`config.mk`:
```
export PLATFORM = sky130hd
export DESIGN_NAME = frame_align_meter
export DESIGN_NICKNAME = d
export VERILOG_FILES = /design/src/rtl/fam_pkg.sv /design/src/rtl/fam_half_sampler.sv /design/src/rtl/fam_arm_seq.sv /design/src/rtl/fam_offset_track.sv /design/src/rtl/frame_align_meter.sv
export SDC_FILE = /design/constraint.sdc
export NUM_CORES = 1
export LEC_CHECK = 0
export ABC_AREA = 1
export BUFFER_PORTS_ARGS = -buffer_cell sky130_fd_sc_hd__buf_2
export CORE_ASPECT_RATIO = 0.5
export CORE_MARGIN = 4
export CORE_UTILIZATION = 64
export DETAILED_ROUTE_END_ITERATION = 10
export PLACE_DENSITY = 0.85
export RECOVER_POWER = 100
export SKIP_LAST_GASP = 1
export SLEW_MARGIN = 40
export SYNTH_ARGS = -nofsm -noshare
export SYNTH_HDL_FRONTEND = slang
export SYNTH_SLANG_ARGS = --single-unit
```
`constraint.sdc`:
```
create_clock -name clk -period 5.2 [get_ports clk]
set_clock_uncertainty 0.2 [all_clocks]
set_input_delay 0.78 -clock clk [delete_from_list [all_inputs] [get_ports clk]]
set_output_delay 0.78 -clock clk [all_outputs]
set_load 0.01 [all_outputs]
```
`src/rtl/fam_pkg.sv`:
```
package fam_pkg;

    localparam int RES_W       = 12;
    localparam int WORD_W      = 16;
    localparam int FLAG_POS    = RES_W;
    localparam int QUAL_FRAMES = 2;
    localparam int QUAL_W      = $clog2(QUAL_FRAMES + 1);
    localparam int LANES       = 2;
    localparam int LANE_FP     = 0;
    localparam int LANE_EV     = 1;

    typedef logic [RES_W-1:0] offs_t;

    // hit: an edge was seen in this cycle; half: 0 = in the falling-edge sample, 1 = in the rising-edge sample
    typedef struct packed {
        logic hit;
        logic half;
    } edge_evt_t;

    typedef enum logic [1:0] {
        ST_IDLE,
        ST_WAIT_REF,
        ST_COUNT,
        ST_DONE
    } meas_state_t;

    // Edge search over three consecutive half-period samples
    function automatic edge_evt_t find_edge(input logic prev_s, input logic mid_s,
                                            input logic cur_s, input logic rising);
        edge_evt_t r;
        logic e_first;
        logic e_second;
        if (rising) begin
            e_first  = !prev_s && mid_s;
            e_second = !mid_s && cur_s;
        end else begin
            e_first  = prev_s && !mid_s;
            e_second = mid_s && !cur_s;
        end
        r.hit  = e_first || e_second;
        r.half = !e_first && e_second;
        return r;
    endfunction

    function automatic offs_t sat_add(input offs_t a, input logic [1:0] inc);
        logic [RES_W:0] s;
        s = {1'b0, a} + {{(RES_W-1){1'b0}}, inc};
        return s[RES_W] ? {RES_W{1'b1}} : s[RES_W-1:0];
    endfunction

    function automatic logic [WORD_W-1:0] pack_word(input logic flag, input offs_t res);
        logic [WORD_W-1:0] w;
        w = '0;
        w[RES_W-1:0] = res;
        w[FLAG_POS]  = flag;
        return w;
    endfunction

endpackage

```
`src/rtl/fam_half_sampler.sv`:
```
module fam_half_sampler
    import fam_pkg::*;
#(
    parameter int N_LANES = LANES
) (
    input  logic                 clk,
    input  logic                 rst,
    input  logic                 gci_mode,
    input  logic [N_LANES-1:0]   lines,
    output edge_evt_t [N_LANES-1:0] evts
);

    logic idle_lvl;
    assign idle_lvl = !gci_mode;

    for (genvar g = 0; g < N_LANES; g++) begin : g_lane
        logic neg_q;
        logic neg_hold_q;
        logic pos_q;
        logic prev_q;

        // Falling-edge sample of the line
        always_ff @(negedge clk) begin
            if (rst) neg_q <= idle_lvl;
            else     neg_q <= lines[g];
        end

        // Rising-edge samples, realigned so one cycle yields an ordered triple
        always_ff @(posedge clk) begin
            if (rst) begin
                neg_hold_q <= idle_lvl;
                pos_q      <= idle_lvl;
                prev_q     <= idle_lvl;
            end else begin
                neg_hold_q <= neg_q;
                pos_q      <= lines[g];
                prev_q     <= pos_q;
            end
        end

        assign evts[g] = find_edge(prev_q, neg_hold_q, pos_q, gci_mode);
    end

endmodule

```
`src/rtl/fam_arm_seq.sv`:
```
module fam_arm_seq
    import fam_pkg::*;
(
    input  logic        clk,
    input  logic        rst,
    input  logic        start_bit,
    input  edge_evt_t   fr_evt,
    output meas_state_t state_q
);

    logic              start_q;
    logic [QUAL_W-1:0] qual_q;
    logic              qual_full;
    logic              start_rise;
    meas_state_t       state_d;

    assign qual_full  = (qual_q == QUAL_W'(QUAL_FRAMES));
    assign start_rise = start_bit && !start_q;

    always_comb begin
        state_d = state_q;
        if (!start_bit) begin
            state_d = ST_IDLE;
        end else begin
            case (state_q)
                ST_IDLE:     if (start_rise && qual_full) state_d = ST_WAIT_REF;
                ST_WAIT_REF: if (fr_evt.hit) state_d = ST_COUNT;
                ST_COUNT:    if (fr_evt.hit) state_d = ST_DONE;
                ST_DONE:     state_d = ST_DONE;
                default:     state_d = ST_IDLE;
            endcase
        end
    end

    always_ff @(posedge clk) begin
        if (rst) begin
            start_q <= 1'b0;
            qual_q  <= '0;
            state_q <= ST_IDLE;
        end else begin
            start_q <= start_bit;
            state_q <= state_d;
            if (start_bit)                     qual_q <= '0;
            else if (fr_evt.hit && !qual_full) qual_q <= qual_q + 1'b1;
        end
    end

    // a measurement is armed only after a qualified low period
    a_r5_arm_needs_qual: assert property (@(posedge clk) disable iff (rst)
        (state_q == ST_WAIT_REF && $past(state_q) == ST_IDLE) |-> $past(qual_q == QUAL_W'(QUAL_FRAMES)));

    // completion is reached only from the counting state at a frame edge
    a_r6_done_after_count: assert property (@(posedge clk) disable iff (rst)
        (state_q == ST_DONE && $past(state_q) != ST_DONE) |-> ($past(state_q) == ST_COUNT && $past(fr_evt.hit)));

endmodule

```
`src/rtl/fam_offset_track.sv`:
```
module fam_offset_track
    import fam_pkg::*;
(
    input  logic        clk,
    input  logic        rst,
    input  logic        start_bit,
    input  meas_state_t state_q,
    input  edge_evt_t   fr_evt,
    input  edge_evt_t   ev_evt,
    output offs_t       result_q
);

    offs_t cnt_q,  cnt_d;
    offs_t capv_q, capv_d;
    logic  cap_q,  cap_d;
    offs_t result_d;
    logic  ev_ok;
    offs_t ev_off;

    // Count at the falling sample is cnt+1, at the rising sample cnt+2
    assign ev_off = sat_add(cnt_q, {1'b0, 1'b1} + {1'b0, ev_evt.half});
    assign ev_ok  = ev_evt.hit && !cap_q && (!fr_evt.hit || (ev_evt.half < fr_evt.half));

    always_comb begin
        cnt_d    = cnt_q;
        capv_d   = capv_q;
        cap_d    = cap_q;
        result_d = result_q;
        case (state_q)
            ST_IDLE: begin
                cnt_d  = '0;
                cap_d  = 1'b0;
                capv_d = '0;
            end
            ST_WAIT_REF: begin
                if (fr_evt.hit) begin
                    cnt_d = offs_t'(!fr_evt.half);
                    if (ev_evt.hit && (ev_evt.half >= fr_evt.half)) begin
                        cap_d  = 1'b1;
                        capv_d = offs_t'(ev_evt.half && !fr_evt.half);
                    end
                end
            end
            ST_COUNT: begin
                if (fr_evt.hit) begin
                    result_d = cap_q ? capv_q : (ev_ok ? ev_off : {RES_W{1'b1}});
                end else begin
                    cnt_d = sat_add(cnt_q, 2'd2);
                    if (ev_ok) begin
                        cap_d  = 1'b1;
                        capv_d = ev_off;
                    end
                end
            end
            default: ;
        endcase
        if (!start_bit) begin
            result_d = '0;
            cap_d    = 1'b0;
        end
    end

    always_ff @(posedge clk) begin
        if (rst) begin
            cnt_q    <= '0;
            capv_q   <= '0;
            cap_q    <= 1'b0;
            result_q <= '0;
        end else begin
            cnt_q    <= cnt_d;
            capv_q   <= capv_d;
            cap_q    <= cap_d;
            result_q <= result_d;
        end
    end

    // the half-period counter holds at its ceiling
    a_r8_no_wrap: assert property (@(posedge clk) disable iff (rst)
        (state_q == ST_COUNT && start_bit && !fr_evt.hit && cnt_q == {RES_W{1'b1}}) |=> (cnt_q == {RES_W{1'b1}}));

    // the published result is frozen while complete
    a_r9_result_held: assert property (@(posedge clk) disable iff (rst)
        (state_q == ST_DONE && $past(state_q) == ST_DONE) |-> $stable(result_q));

endmodule

```
`src/rtl/frame_align_meter.sv`:
```
module frame_align_meter
    import fam_pkg::*;
(
    input  logic        clk,
    input  logic        rst,
    input  logic        frame_pulse,
    input  logic        eval_in,
    input  logic        start_bit,
    input  logic        gci_mode,
    output logic [15:0] align_word
);

    edge_evt_t [LANES-1:0] evts;
    meas_state_t           state_q;
    offs_t                 result_q;
    logic [LANES-1:0]      lines;

    always_comb begin
        lines          = '0;
        lines[LANE_FP] = frame_pulse;
        lines[LANE_EV] = eval_in;
    end

    fam_half_sampler #(.N_LANES(LANES)) u_sampler (
        .clk      (clk),
        .rst      (rst),
        .gci_mode (gci_mode),
        .lines    (lines),
        .evts     (evts)
    );

    fam_arm_seq u_arm (
        .clk       (clk),
        .rst       (rst),
        .start_bit (start_bit),
        .fr_evt    (evts[LANE_FP]),
        .state_q   (state_q)
    );

    fam_offset_track u_track (
        .clk       (clk),
        .rst       (rst),
        .start_bit (start_bit),
        .state_q   (state_q),
        .fr_evt    (evts[LANE_FP]),
        .ev_evt    (evts[LANE_EV]),
        .result_q  (result_q)
    );

    assign align_word = pack_word(state_q == ST_DONE, result_q);

    // a low start bit clears the word on the next cycle
    a_r7_clear_on_low: assert property (@(posedge clk) disable iff (rst)
        !start_bit |=> (align_word == '0));

    // the flag is never shown unless the start bit was high
    a_r5_flag_needs_start: assert property (@(posedge clk) disable iff (rst)
        align_word[FLAG_POS] |-> $past(start_bit));

endmodule

```
# Word level (Yosys, flattened, before mapping)
# Index checks and enable logic that the tools add are counted.
# totals
input_bits	6
ff_bits	50
output_inout_bits	16
wordCells	105
# classes
muxes	31
n_reduce_logical	42
bitwise	1
magnitude_cmp	2
n_addsub	4
eq_ne	10
# op_table
op	n
$mux W12	10
$pmux W12 S3	2
$logic_and A1 B1 Y1	17
$logic_not A1 Y1	14
$mux W1	14
$add A12 B2 Y13	1
$add A12 B2 Y13 const B	1
$ne A2 B1 Y1 const B	5
$pmux W2 S4	1
$eq A2 B2 Y1 const B	3
$mux W2	3
$reduce_and A3 Y1	2
$reduce_and A5 Y1	1
$reduce_or A2 Y1	2
$logic_or A1 B1 Y1	3
$pmux W1 S3	1
$reduce_bool A3 Y1	1
$add A1 B1 Y2 const A	1
$add A2 B1 Y2 const B	1
$eq A2 B1 Y1 const B	1
$logic_not A2 Y1	1
$ne A2 B2 Y1 const B	1
$reduce_and A2 Y1	1
$ge A1 B1 Y1	1
other kinds (2)	2

# Depth between registers and ports, before layout
# Gate-level depths: netlist (run 1).
# depth
word_depth	11
ltp_mapped	16
ltp_nobuf	16

# By module
# A second synthesis (run 1) with hierarchy kept.
# hier_totals
hier_cells	404
area_unflattened_um2	2771.4
# by_module_without_submodules
mod	seq_area_each_um2	n_inst	area_each_um2	cells_per_inst
fam_offset_track	740.7	1	2167.1	312
fam_half_sampler	160.2	1	331.6	51
fam_arm_seq	100.1	1	239.0	35
frame_align_meter	0.0	1	33.8	6

==> out/qor.txt, run 1 <==
run status: finished, final reports clean
cts repair resizes: 0
asr flop ratio synth: 0%
Multi-input gate area: 1440 um^2
TritonCTS Sinks: 50
Syn Inst Count: 397
Syn Area/Cell: 6.87 um^2
metal2 WL: 2.69 mm
1st-iter DRT viols: 240
Max Used Layer: met4
area delta synth->final: 4.36%
Initial Util: 68.2%
Max IR drop VDD: 0.170 mV
Pins Over Slew Limit: 0
CP Capture Type: flop
clock root buffer: clkbuf_8
Final Cell Area: 2850 um^2
Worst path slowest cell: inv_1
routability cong.: 0.893
global-route wire length before repair: 10.4 mm
worst endpoint data arrival time: 1.60 ns
HP Start: u_track.capv_q[8]
cell family with most CP delay: buffers and inverters
die area: 5440 um^2
via count: 2577
die width: 100 um
GR Util All Layers: 24.3%
row cnt: 16
leakage power: 1.29 nW
worst slew pin tran: 1.23 ns
Die H: 54.2 um
Post-synth EDFFs: 0
Layout Cells excl Fill: 460
Setup crit start: rst
initial antenna violation count: 0
Detailed Routing Iterations Pass 1: 7
Crit path depth: 4
CTS Hold Bufs: 0
#FFs+latches synth: 50
TNS Setup: 0 ns
Inst Count DP: 451
Nets: 421
Synth cell types: 26
Setup Buffers After CTS: 0
Req. time, crit path: 2.63 ns
Seq/Total Area, Yosys: 36.7%
most frequent CP cell: nand2_1
GRT overflow: 0
share of cells above drive strength 1: 5.67%
Syn. warnings: 0
Fin. Hold Viols: 0
CP Cell Sequence: buf_2 > inv_1 > nand2_1 > nand2_1
Critical Path Max Stage Delay: 0.32 ns
Post-Place Setup Slack: 0.697 ns
RSZ-0062 raised after global routing: false
Cell Pwr Density: 270 nW/um^2
Wirelength per Cell: 13.5 um
Fillers: 347
H-tree depth: 2
DP Area: 2770 um^2
WL met1: 2.96 mm
Reg clk slew, reported paths: 0.08 ns
TritonCTS clock tree: built
vias in the first global route: 2246
largest net degree at the start of global routing: 25
DPL Wire Length: 4.58 mm
synthesized cell area: 2730 um^2
vias per std cell: 5.60
final setup fails: 0
antenna cells: 0
hold depth: 2
Crit Reg-Reg Startpoint: u_sampler.g_lane[0].neg_q
Clock Tree Buf Depth: 2
post-layout util: 71.1%
CP Buf/Inv Count: 2
max cap viols: 0
R2R cell count: 2
Rel. slew slack: 17.2%
Top FF cell, synth: dfxtp_1
I/O pins: 22
post-route antenna net violation count: 0
Core Footprint: 4000 um^2
CTS buffer count: 5
Crit Path Class: in2reg
Setup WS post-layout: 1.03 ns
Clock Latency Late Sink: 0.35 ns
routed wl met3: 526 um
register area: 1000 um^2
CP Launch Type: input pin
HP Class: reg2reg
final wirelength: 6.23 mm
# DRC: 0
I/O Buffers: 18
critical path peak fanout: 18
registers in the layout, indices dropped and copies added (netlist names):
signal,flops
u_sampler.g_lane.pos_q,2
u_track.cnt_q,12
u_sampler.g_lane.prev_q,2
u_track.capv_q,12
u_arm.start_q,1
u_arm.state_q,2
u_track.result_q,12
u_sampler.g_lane.neg_hold_q,2
u_arm.qual_q,2
u_track.cap_q,1
u_sampler.g_lane.neg_q,2
cell usage after synthesis (6+ instances only):
library cell,instances,share of area [%]
a21oi_1,31,5.7
buf_2,7,1.3
dfxtp_1,50,37
ha_1,10,4.6
inv_1,39,5.4
nand2_1,92,13
nand2_2,6,1.4
nand3_1,44,8.1
nor2_1,34,4.7
o21ai_0,29,5.3
o22ai_1,12,2.8
xor2_1,6,1.9
path summary, 6_finish.rpt:
path                               endpoint  slack [ns]
max               u_sampler.g_lane[1].neg_q        1.03
min                       u_track.capv_q[8]        0.27
max reg2reg  u_sampler.g_lane[0].neg_hold_q        1.85
min reg2reg               u_track.capv_q[8]        0.27
power by group:
| part | internal, mW | switching (mW) | leakage [nW] |
|---|---|---|---|
| registers | 0.397 | 0.00724 | 0.407 |
| logic | 0.0282 | 0.0625 | 0.819 |
| clock network | 0.146 | 0.130 | 0.0621 |
| total | 0.571 | 0.199 | 1.29 |
area by class of cell:
type	count	share of cell area, %
well taps	54	2.37
inverters	40	5.27
clock buffers	6	2.55
multi-input cells	288	50.5
repair buffers	18	2.55
clock inverters	4	1.58
flip-flops and latches	50	35.1
tightest hold or removal path, cell delays in order (launching register included):
cell and delay [ns]:
dfxtp_1 0.33, nor2_1 0.05, nor2_1 0.07
cell usage in the layout (no fill, tap or decap):
cell	synthesis	final
nand2_1	92	94
dfxtp_1	50	50
nand3_1	44	45
inv_1	39	41
nor2_1	34	35
o21ai_0	29	31
a21oi_1	31	31
clkbuf_1	5	15
o22ai_1	12	12
ha_1	10	10
xor2_1	6	6
nand2_2	6	5
nand4_1	5	5
clkbuf_8	0	5
buf_2	7	4
nor2_4	3	3
conb_1	1	3
xnor2_1	2	2
o21ai_1	4	2
or2_2	2	2
nand2_4	2	1
o31ai_1	1	1
inv_2	2	1
clkinvlp_4	0	1
bufinv_16	0	1
metal layers:
metal	up-vias	GRT usage, %
li1	1303	-
met1	1160	32.5
met2	105	40.8
met3	9	5.56
met4	0	5.37
met5	-	0
cell families (layout without fill, tap and decap cells):
kind of cell    Yosys count  count (layout)  share of synthesized area (%)
fa+ha+maj                10              10                           4.59
other cells               1               3                          0.137
compound gates           77              77                           14.8
buf+inv                  61              68                           10.2
simple gates            190             190                           31.0
xor+xnor                  8               8                           2.57
flops                    50              50                           36.7
through the flow:
step           hold WS (ns)  total power, mW
2_1_floorplan         0.236            0.492
3_3_place_gp          0.250            0.502
4_1_cts               0.281            0.774
6_report              0.274            0.770
3_5_place_dp          0.261            0.507
5_1_grt               0.315            0.806
Power figures use the tool's default switching activity.
==> run 2, diff against run 1 <==
--- a/config.mk
+++ b/config.mk
@@ -9,9 +9,9 @@
 export BUFFER_PORTS_ARGS = -buffer_cell sky130_fd_sc_hd__buf_2
 export CORE_ASPECT_RATIO = 0.5
 export CORE_MARGIN = 4
-export CORE_UTILIZATION = 64
+export CORE_UTILIZATION = 59
 export DETAILED_ROUTE_END_ITERATION = 10
-export PLACE_DENSITY = 0.85
+export PLACE_DENSITY = 0.8
 export RECOVER_POWER = 100
 export SKIP_LAST_GASP = 1
 export SLEW_MARGIN = 40
==> constraint.sdc (replaced) <==
create_clock -name clk -period 3.9 [get_ports clk]
set_clock_uncertainty 0.2 [all_clocks]
set_input_delay 0.585 -clock clk [delete_from_list [all_inputs] [get_ports clk]]
set_output_delay 0.585 -clock clk [all_outputs]
set_load 0.01 [all_outputs]
==> run 2 against run 1 <==
Against the previous run:
- core utilization shrank 7.1 points
- combinational power is 34% higher
- highest routed layer unchanged
- routed wire length shrank 6.2%
- global-route usage is 3.6 points lower
- largest power group unchanged
- critical endpoint unchanged
- power grew 24%
==> out/qor.txt, run 2 (synthesis gave the netlist of run 1 again) <==
initial antenna violation count: 0
reg2reg setup slack: 1.02 ns
Die H: 56.1 um
vias in the first global route: 2246
HP Class: reg2reg
Fin. Hold Viols: 0
via count: 2553
1st-iter DRT viols: 240
max cap viols: 0
Initial Util: 61.7%
TritonCTS clock tree: built
CP Capture Type: flop
leakage power: 1.28 nW
I/O Buffers: 18
Clock Tree Buf Depth: 2
die area: 5840 um^2
Period minus WS final: 3.04 ns
Rel. slew slack: 39.9%
Setup Buffers After CTS: 0
Core Footprint: 4420 um^2
Max Used Layer: met4
Fillers: 410
die width: 104 um
post-layout util: 64.0%
largest net degree at the start of global routing: 25
worst endpoint data arrival time: 1.12 ns
Critical Path Max Stage Delay: 0.17 ns
RSZ-0062 raised after global routing: false
DPL Wire Length: 4.39 mm
top achievable clock speed: 330 MHz
global-route wire length before repair: 9.94 mm
Clock Latency Late Sink: 0.35 ns
CTS Hold Bufs: 0
Reg clk slew, reported paths: 0.08 ns
Req. time, crit path: 1.98 ns
most frequent CP cell: nand2_1
GR Util All Layers: 20.7%
WL met1: 2.93 mm
H-tree depth: 2
Min Hold Slack: 0.277 ns
critical path peak fanout: 6
TritonCTS Sinks: 50
most common cell after layout, fill and taps aside: nand2_1
area delta synth->final: 3.81%
final wirelength: 5.85 mm
post-route antenna net violation count: 0
Final Cycle Share: 78.1%
I/O pins: 22
total power: 0.952 mW
Nets: 423
run status: finished, final reports clean
Cell Pwr Density: 336 nW/um^2
share of cells above drive strength 1: 5.39%
cts repair resizes: 0
Worst path slowest cell: clkbuf_1
antenna cells: 0
TNS Setup: 0 ns
routability cong.: 0.894
final setup fails: 0
commonest non-fill, non-tap cells in the layout: 94 x nand2_1, 50 x dfxtp_1, 45 x nand3_1
biggest regs: u_track.capv_q (12), u_track.cnt_q (12), u_track.result_q (12)
Max IR drop VDD: 0.141 mV
Wirelength per Cell: 12.6 um
Detailed Routing Iterations Pass 1: 5
clock root buffer: clkbuf_8
# DRC: 0
vias per std cell: 5.49
CTS buffer count: 5
CP Cell Sequence: clkbuf_1 > inv_1 > nand2_1 > nand2_1
Pins Over Slew Limit: 0
row cnt: 17
routed wl met3: 487 um
metal2 WL: 2.36 mm
worst slew pin tran: 0.897 ns
GRT overflow: 0
CP Launch Type: input pin
Crit Path Class: in2reg
==> run 2: cell types whose count changed in the layout (fill, tap and decap cells not counted) <==
cell | previous run | this run
bufinv_16 | 1 | 0
clkbuf_1 | 15 | 16
clkinvlp_4 | 1 | 0
buf_4 | 0 | 1
clkinv_1 | 0 | 2
==> run 2: power breakdown <==
part	switching (mW)	internal (mW)	total, mW
Clock	0.166	0.125	0.291
Combinational	0.0833	0.0384	0.122
Sequential	0.00929	0.529	0.538
==> run 2: metrics by stage <==
step                      worst slack, ns  cells  instance area (um^2)
after floorplan                     0.399    399                  2740
after global placement              0.538    456                  2790
after detailed placement            0.518    456                  2790
after CTS                           0.883    465                  2870
after global routing                0.639    465                  2830
final                               0.856    465                  2830
==> run 2: routing by layer <==
layer,vias up,global-route usage (%)
met2,80,31.4
met3,9,5.21
met5,-,0
met4,0,6.25
li1,1312,-
met1,1152,29.0
==> run 2: area by class of cell <==
cell class | instances | area (um^2) | share of cell area [%]
Clock buffer | 6 | 72.6 | 2.56
Clock inverter | 4 | 15.0 | 0.530
Inverter | 40 | 150 | 5.30
Multi-Input combinational cell | 288 | 1440 | 50.8
Sequential cell | 50 | 1000 | 35.3
Tap cell | 57 | 71.3 | 2.52
Timing Repair Buffer | 20 | 83.8 | 2.96
==> run 2: final timing paths <==
| check | cells past startpoint | to | start |
|---|---|---|---|
| worst max-delay path | 4 | u_sampler.g_lane[1].neg_q | gci_mode |
| worst min-delay path | 2 | u_track.capv_q[5] | u_track.capv_q[5] |
| worst max register to register | 15 | u_track.capv_q[0] | u_sampler.g_lane[1].neg_hold_q |
| worst min register to register | 2 | u_track.capv_q[5] | u_track.capv_q[5] |
==> run 2: worst max-delay path, delay by kind of cell <==
kind          cells  cell delay [ns]
buf+inv           2             0.29
simple gates      2             0.25
==> run 3, diff against run 2 <==
==> constraint.sdc (replaced) <==
create_clock -name clk -period 3.15 [get_ports clk]
set_clock_uncertainty 0.2 [all_clocks]
set_input_delay 0.4725 -clock clk [delete_from_list [all_inputs] [get_ports clk]]
set_output_delay 0.4725 -clock clk [all_outputs]
set_load 0.01 [all_outputs]
==> run 3 against run 2 <==
Against the previous run:
- via count rose by 1.3%
- largest cell class unchanged
- clock power up 41%
- sequential share of layout area shrank 0.26 points
- highest routed layer unchanged
==> out/qor.txt, run 3 (synthesis gave the netlist of run 1 again) <==
final wirelength: 6.15 mm
die width: 104 um
combinational group share of total power: 12.4%
HP Class: in2reg
Critical Path Max Stage Delay: 0.35 ns
Die H: 56.1 um
Rel. slew slack: 44.6%
GR Util All Layers: 21.9%
total power: 1.23 mW
antenna cells: 0
vias per std cell: 5.55
die area: 5840 um^2
top achievable clock speed: 365 MHz
global-route wire length before repair: 10.5 mm
Reg clk slew, reported paths: 0.09 ns
initial antenna violation count: 0
Setup Buffers After CTS: 0
Crit Path Class: in2reg
run status: finished, final reports clean
Wirelength per Cell: 13.2 um
critical path peak fanout: 12
I/O Buffers: 18
Pins Over Slew Limit: 0
CP Launch Type: input pin
Layout Cells excl Fill: 466
worst slew pin tran: 0.828 ns
biggest regs: u_track.capv_q (12), u_track.cnt_q (12), u_track.result_q (12)
row cnt: 17
GRT overflow: 0
area delta synth->final: 4.59%
TritonCTS clock tree: built
TritonCTS Sinks: 50
Int Power: 0.888 mW
H-tree depth: 2
vias in the first global route: 2257
routability cong.: 0.912
Core Footprint: 4420 um^2
# DRC: 0
RSZ-0062 raised after global routing: false
I/O pins: 22
largest net degree at the start of global routing: 25
Clock Latency Late Sink: 0.36 ns
Cell Pwr Density: 430 nW/um^2
Worst path slowest cell: nand3_1
share of cells above drive strength 1: 6.36%
Final Cycle Share: 86.9%
Max IR drop VDD: 0.251 mV
TNS Setup: 0 ns
Nets: 424
Psw: 0.340 mW
worst endpoint data arrival time: 2.77 ns
CTS Hold Bufs: 0
post-route antenna net violation count: 0
Clock Tree Buf Depth: 2
Req. time, crit path: 3.19 ns
Fillers: 424
clock root buffer: clkbuf_8
via count: 2587
Detailed Routing Iterations Pass 1: 5
commonest non-fill, non-tap cells in the layout: 95 x nand2_1, 50 x dfxtp_1, 45 x nand3_1
Switching Share: 27.7%
leakage power: 1.29 nW
Fin. Hold Viols: 0
DPL Wire Length: 4.61 mm
1st-iter DRT viols: 211
register share of total power: 54.3%
cts repair resizes: 0
clock power share: 33.4%
Inst Count DP: 457
final setup fails: 0
Post-Place Setup Slack: 0.196 ns
Setup WS post-layout: 0.414 ns
Initial Util: 61.7%
CP Capture Type: flop
Period minus WS final: 2.74 ns
CP Cell Sequence: clkbuf_1 > inv_1 > nand3_1 > nand2_1 > inv_1 > ha_1 > inv_1 > ha_1 > inv_1 > nor2_2 > nand3_1 > nand2_1 > nand2_1 > a21oi_1 > nand3_1 > a21oi_1
most frequent CP cell: inv_1
most common cell after layout, fill and taps aside: nand2_1
max cap viols: 0
CTS buffer count: 5
==> run 3: power groups by stage <==
stage,combinational (mW),clock (mW),sequential (mW)
3_3_place_gp,0.150,0.00597,0.680
6_report,0.152,0.410,0.667
2_1_floorplan,0.126,0.00597,0.679
4_1_cts,0.156,0.424,0.667
3_5_place_dp,0.155,0.00597,0.681
5_1_grt,0.172,0.466,0.670
==> run 3: routing by layer <==
layer / global-route usage, % / wire, um / share of wire (%)
met5: 0 / 0 / 0
met3: 5.33 / 514 / 8.4
met1: 30.9 / 3020 / 49
met2: 34.3 / 2580 / 42
met4: 4.17 / 39 / 0.63
==> run 3: layout make-up <==
| cell class | count | area (um^2) | area share [%] |
|---|---|---|---|
| Clock buffer | 6 | 82.6 | 2.89 |
| Clock inverter | 4 | 23.8 | 0.833 |
| Inverter | 40 | 150 | 5.26 |
| Multi-Input combinational cell | 288 | 1430 | 50.2 |
| Sequential cell | 50 | 1000 | 35.1 |
| Tap cell | 57 | 71.3 | 2.50 |
| Timing Repair Buffer | 21 | 91.3 | 3.20 |
==> run 3: worst paths after layout <==
path,startpoint,endpoint,slack [ns],cells past startpoint
max,gci_mode,u_track.capv_q[0],0.41,16
max reg2reg,u_sampler.g_lane[1].neg_hold_q,u_track.capv_q[0],0.46,15
min,frame_pulse,u_sampler.g_lane[0].pos_q,0.19,3
min reg2reg,u_track.cnt_q[0],u_track.cnt_q[0],0.27,2
==> run 3: through the flow <==
step	hold WS [ns]	area, um^2	util, %
final	0.187	2850	64.5
after CTS	0.183	2900	65.5
after global routing	0.187	2850	64.5
after floorplan	0.236	2740	-
after detailed placement	0.260	2800	63.2
after global placement	0.250	2800	63.2
==> run 3: critical path, delay by kind of cell <==
family,cells,cell delay (ns)
buf+inv,5,0.48
fa+ha+maj,2,0.40
compound gates,2,0.30
simple gates,7,1.10
